## src/rtl/irq_agg_pkg.sv

```systemverilog
package irq_agg_pkg;
  localparam int unsigned SRC_W  = 5;
  localparam int unsigned CODE_W = 3;

  // Source bit positions within one channel's group (priority order)
  localparam int unsigned SRC_LINE   = 0;
  localparam int unsigned SRC_RXDATA = 1;
  localparam int unsigned SRC_RXTMO  = 2;
  localparam int unsigned SRC_TXMT   = 3;
  localparam int unsigned SRC_MODEM  = 4;

  typedef enum logic [CODE_W-1:0] {
    CAUSE_NONE   = 3'd0,
    CAUSE_LINE   = 3'd1,
    CAUSE_RXDATA = 3'd2,
    CAUSE_RXTMO  = 3'd3,
    CAUSE_TXMT   = 3'd4,
    CAUSE_MODEM  = 3'd5,
    CAUSE_WAKE   = 3'd6
  } cause_e;
endpackage

```

## src/rtl/irq_prio_enc.sv

```systemverilog
module irq_prio_enc
  import irq_agg_pkg::*;
(
  input  logic [SRC_W-1:0]  src,
  input  logic              wake,
  output logic [CODE_W-1:0] code,
  output logic              flag
);
  cause_e cause;

  always_comb begin
    if (src[SRC_LINE])        cause = CAUSE_LINE;
    else if (src[SRC_RXDATA]) cause = CAUSE_RXDATA;
    else if (src[SRC_RXTMO])  cause = CAUSE_RXTMO;
    else if (src[SRC_TXMT])   cause = CAUSE_TXMT;
    else if (src[SRC_MODEM])  cause = CAUSE_MODEM;
    else if (wake)            cause = CAUSE_WAKE;
    else                      cause = CAUSE_NONE;
  end

  assign code = cause;
  assign flag = (|src) | wake;
endmodule

```

## src/rtl/irq_wake_det.sv

```systemverilog
module irq_wake_det #(
  parameter int unsigned NUM_CH = 4
) (
  input  logic              clk,
  input  logic              rst_n,
  input  logic [NUM_CH-1:0] sleep,
  input  logic              clr,
  output logic              armed,
  output logic              pend
);
  logic all_asleep;
  logic fire;

  assign all_asleep = &sleep;
  assign fire       = armed & ~all_asleep;

  always_ff @(posedge clk) begin
    if (!rst_n) begin
      armed <= 1'b0;
      pend  <= 1'b0;
    end else begin
      armed <= all_asleep;
      if (fire)     pend <= 1'b1;
      else if (clr) pend <= 1'b0;
    end
  end
endmodule

```

## src/rtl/irq_status_agg.sv

```systemverilog
module irq_status_agg
  import irq_agg_pkg::*;
#(
  parameter int unsigned NUM_CH    = 4,
  parameter int unsigned WORD_W    = 32,
  parameter int unsigned CODE_BASE = 8,
  parameter int unsigned WAKE_CH   = 0
) (
  input  logic                    clk,
  input  logic                    rst_n,
  input  logic [NUM_CH*SRC_W-1:0] ch_src,
  input  logic [NUM_CH-1:0]       ch_rd,
  input  logic [NUM_CH-1:0]       ch_sleep,
  input  logic                    rd_req,
  output logic                    rd_valid,
  output logic [WORD_W-1:0]       rd_data
);
  localparam int unsigned CODE_TOP = CODE_BASE + NUM_CH * CODE_W;

  logic              wake_armed;
  logic              wake_pend;
  logic [NUM_CH-1:0] flags;
  logic [WORD_W-1:0] word;

  irq_wake_det #(.NUM_CH(NUM_CH)) u_wake (
    .clk   (clk),
    .rst_n (rst_n),
    .sleep (ch_sleep),
    .clr   (ch_rd[WAKE_CH]),
    .armed (wake_armed),
    .pend  (wake_pend)
  );

  always_comb begin
    word = '0;
    word[NUM_CH-1:0] = flags;
    for (int c = 0; c < NUM_CH; c++) begin
      word[CODE_BASE + c*CODE_W +: CODE_W] = codes[c];
    end
  end

  logic [CODE_W-1:0] codes [NUM_CH];

  for (genvar c = 0; c < NUM_CH; c++) begin : g_ch
    irq_prio_enc u_enc (
      .src  (ch_src[c*SRC_W +: SRC_W]),
      .wake ((c == WAKE_CH) ? wake_pend : 1'b0),
      .code (codes[c]),
      .flag (flags[c])
    );
  end

  always_ff @(posedge clk) begin
    if (!rst_n) begin
      rd_valid <= 1'b0;
      rd_data  <= '0;
    end else begin
      rd_valid <= rd_req;
      if (rd_req) rd_data <= word;
    end
  end

  if (CODE_TOP > WORD_W) begin : g_bad_layout
    initial $error("code fields exceed word width");
  end
endmodule

```

## config.mk

```make
export PLATFORM = sky130hd
export DESIGN_NAME = irq_status_agg
export DESIGN_NICKNAME = d
export VERILOG_FILES = /design/src/rtl/irq_agg_pkg.sv /design/src/rtl/irq_prio_enc.sv /design/src/rtl/irq_wake_det.sv /design/src/rtl/irq_status_agg.sv
export SDC_FILE = /design/constraint.sdc
export NUM_CORES = 1
export LEC_CHECK = 0
export ABC_AREA = 1
export BUFFER_PORTS_ARGS = -buffer_cell sky130_fd_sc_hd__buf_2
export CORE_ASPECT_RATIO = 1.5
export CORE_MARGIN = 1
export CORE_UTILIZATION = 44
export CTS_CLUSTER_SIZE = 12
export DETAILED_ROUTE_END_ITERATION = 10
export GPL_TIMING_DRIVEN = 1
export PLACE_DENSITY = 0.84
export RECOVER_POWER = 50
export SETUP_SLACK_MARGIN = 0.05
export SLEW_MARGIN = 30
export SYNTH_ARGS = -nofsm -noshare
export SYNTH_HDL_FRONTEND = slang
export SYNTH_SLANG_ARGS = --single-unit
```

## constraint.sdc

```tcl
create_clock -name clk -period 1.51 [get_ports clk]
set_input_delay 0.2265 -clock clk [delete_from_list [all_inputs] [get_ports clk]]
set_output_delay 0.2265 -clock clk [all_outputs]
set_load 0.005 [all_outputs]
```

==> results.sh <==
export IMPL_hp_class="input pin to flip-flop"
export IMPL_synthCells=132
export IMPL_crit_required_ns=1.28
export IMPL_power_density_nw_per_um2=827
export IMPL_numCtsBuffers=3
export IMPL_cts_tree="built"
export IMPL_gp_congestion=0.689
export IMPL_grt_ovfl_total=0
export IMPL_grtUsageTotal=0.174
export IMPL_synth_top_cell_area_share=0.393
export IMPL_use_met3=0.0338
export IMPL_fin_skew_ns=0.00781
export IMPL_ios=64
export IMPL_busiest_layer="met2"
export IMPL_avgSynthCellArea_um2=7.33
export IMPL_cts_max_level=1
export IMPL_async_flop_share=0
export IMPL_wirelength_mm=1.94
export IMPL_synthFlopType="dfxtp_1"
export IMPL_dr_first_iter_drc_count=11
export IMPL_post_place_cells=194
export IMPL_drive_gt1_frac=0.295
export IMPL_yosys_warnings=0
export IMPL_leakage_nw=0.633
export IMPL_worstHoldStart="ch_rd[0]"
export IMPL_synth_cell_types=19
export IMPL_fin_nets=208
export IMPL_cts_root_buf="clkbuf_4"
export IMPL_post_cts_hold_buffer_count=0
export IMPL_worstSetupEndpointType="primary output"
export IMPL_grt_use_met1=0.182
export IMPL_num_vias=914
export IMPL_setup_viol=0
export IMPL_synthTopCellsByArea="dfxtp_1, buf_4, nand2_1"
export IMPL_maxCapViolCount=0
export IMPL_fp_dieH_um=59.4
export IMPL_final_cells=198
export IMPL_cp_start_kind="flip-flop"
export IMPL_post_cts_buffers=0
export IMPL_rsz0062_at_grt="false"
export IMPL_synth_edf_count=0
export IMPL_worst_path_buf_inv=1
export IMPL_antenna_cells=0
export IMPL_grt_pass1_wl_mm=2.90
export IMPL_outcome="completed"
export IMPL_cts_path_max_buffers=2
export IMPL_yosysSeqAreaShare=0.393
export IMPL_cts_resized=0
export IMPL_timing_rr_start="u_wake.pend$_SDFFE_PN0P_"
export IMPL_yosysTopAreaCell="dfxtp_1"
export IMPL_synth_common_cells="nand2_1, dfxtp_1, buf_4"
export IMPL_cp_max_fo=2
export IMPL_grt_max_degree=14
export IMPL_rows=20
export IMPL_fin_setup_tns_ns=0
export IMPL_dieArea_um2=2390
export IMPL_wl_per_cell_um=9.77
export IMPL_crit_path_start="rd_data[2]$_SDFFE_PN0P_"
export IMPL_met2_usage=0.316
export IMPL_synth_seq_cells=19
export IMPL_clock_sinks=19
export IMPL_min_period_ns=0.998
export IMPL_yosysMostFrequentCell="nand2_1"
export IMPL_viasPerCell=4.62
export IMPL_post_route_util=0.555
export IMPL_drc_errors=0
export IMPL_antenna_left=0
export IMPL_fmax_mhz=1000
export IMPL_core_area_um2=2050
export IMPL_total_power_w=0.000942
export IMPL_clkTransAtPathRegs_ns=0.09
export IMPL_fin_crit_sh=0.661
export IMPL_initial_core_util=0.471
export IMPL_grt_pass1_vias=792
export IMPL_cp_arrival_ns=0.77
export IMPL_worstSetupPathType="flip-flop to primary output"
export IMPL_crit_chain="buf_2"
export IMPL_irDropWorstVdd_v=0.000533
export IMPL_maxSlewViolCount=0
export IMPL_dpl_cell_area_um2=1130
export IMPL_place_port_buffers=44
export IMPL_cp_slowest_stage_delay_ns=0.36
export IMPL_fin_area_um2=1140
export IMPL_cpMaxStageDelayCell="dfxtp_1"
export IMPL_hpwlAfterDp_mm=1.48
export IMPL_fp_dieW_um=40.3
export IMPL_hold_violations=0
export IMPL_drt_pass1_iterations=4
export IMPL_area_delta_synth_final_pct=17.7
export IMPL_syn_area_um2=967
export IMPL_crit_family="flip-flops"
export IMPL_clock_latency_ns=0.29
export IMPL_antenna_found_initial=0
state kept, by name, indices dropped and copies added (netlist names):
register / count
rd_valid: 1
rd_data: 16
u_wake.armed: 1
u_wake.pend: 1
metrics by stage:
step | setup slack, ns | hold slack [ns]
floorplan | 0.695 | 0.324
global placement | 0.338 | 0.431
detailed placement | 0.280 | 0.445
CTS | 0.504 | 0.170
global route | 0.381 | 0.199
finish | 0.512 | 0.180
placed cells by master, fill, tap and decap left out, types with 3 or more instances in the layout:
cell type | synthesis | routed
buf_2 | 1 | 43
nand2_1 | 20 | 20
dfxtp_1 | 19 | 19
inv_1 | 16 | 17
nor2_1 | 15 | 17
conb_1 | 1 | 16
a21oi_1 | 13 | 13
o21ai_0 | 8 | 11
nand3_1 | 4 | 4
or2_2 | 3 | 3
o21bai_1 | 3 | 3
clkbuf_4 | 0 | 3
where the power goes:
part / switching (W) / internal [W] / total [W]
clock: 0.000145 / 0.0000984 / 0.000243
combinational: 0.0000900 / 0.0000695 / 0.000159
sequential: 0.0000123 / 0.000527 / 0.000539
path summary, 6_finish.rpt:
check	end	slack, ns	cells after the start
hold / removal	u_wake.pend$_SDFFE_PN0P_	0.18	4
setup reg to reg	rd_data[10]$_SDFFE_PN0P_	0.73	4
hold reg to reg	u_wake.pend$_SDFFE_PN0P_	0.46	2
setup / recovery	rd_data[2]	0.51	1
logic make-up (layout without fill, tap and decap cells):
family,Yosys count,after routing,share of synthesized area
AND/OR/NAND/NOR,47,47,0.229
buffers and inverters,36,65,0.215
AO/OA/AOI/OAI,29,29,0.159
flip-flops,19,19,0.393
other,1,16,0.00388
worst min-delay path: stages:
cell	delay, ns
buf_2	0.07
inv_1	0.03
nand2_1	0.04
a21oi_1	0.05
area by class of cell:
class                           count  area (um2)
Sequential cell                    19         380
Inverter                           17        63.8
Timing Repair Buffer               44         219
Multi-Input combinational cell     92         420
Fill cell                         223         913
Clock buffer                        3        22.5
Clock inverter                      1        5.00
Tap cell                           22        27.5
layer usage:
| layer | vias to the layer above | share of wire |
|---|---|---|
| li1 | 473 | - |
| met1 | 405 | 0.39 |
| met2 | 34 | 0.55 |
| met3 | 2 | 0.055 |
| met4 | 0 | 0.0062 |
| met5 | - | 0 |
Power figures use the tool's default switching activity.
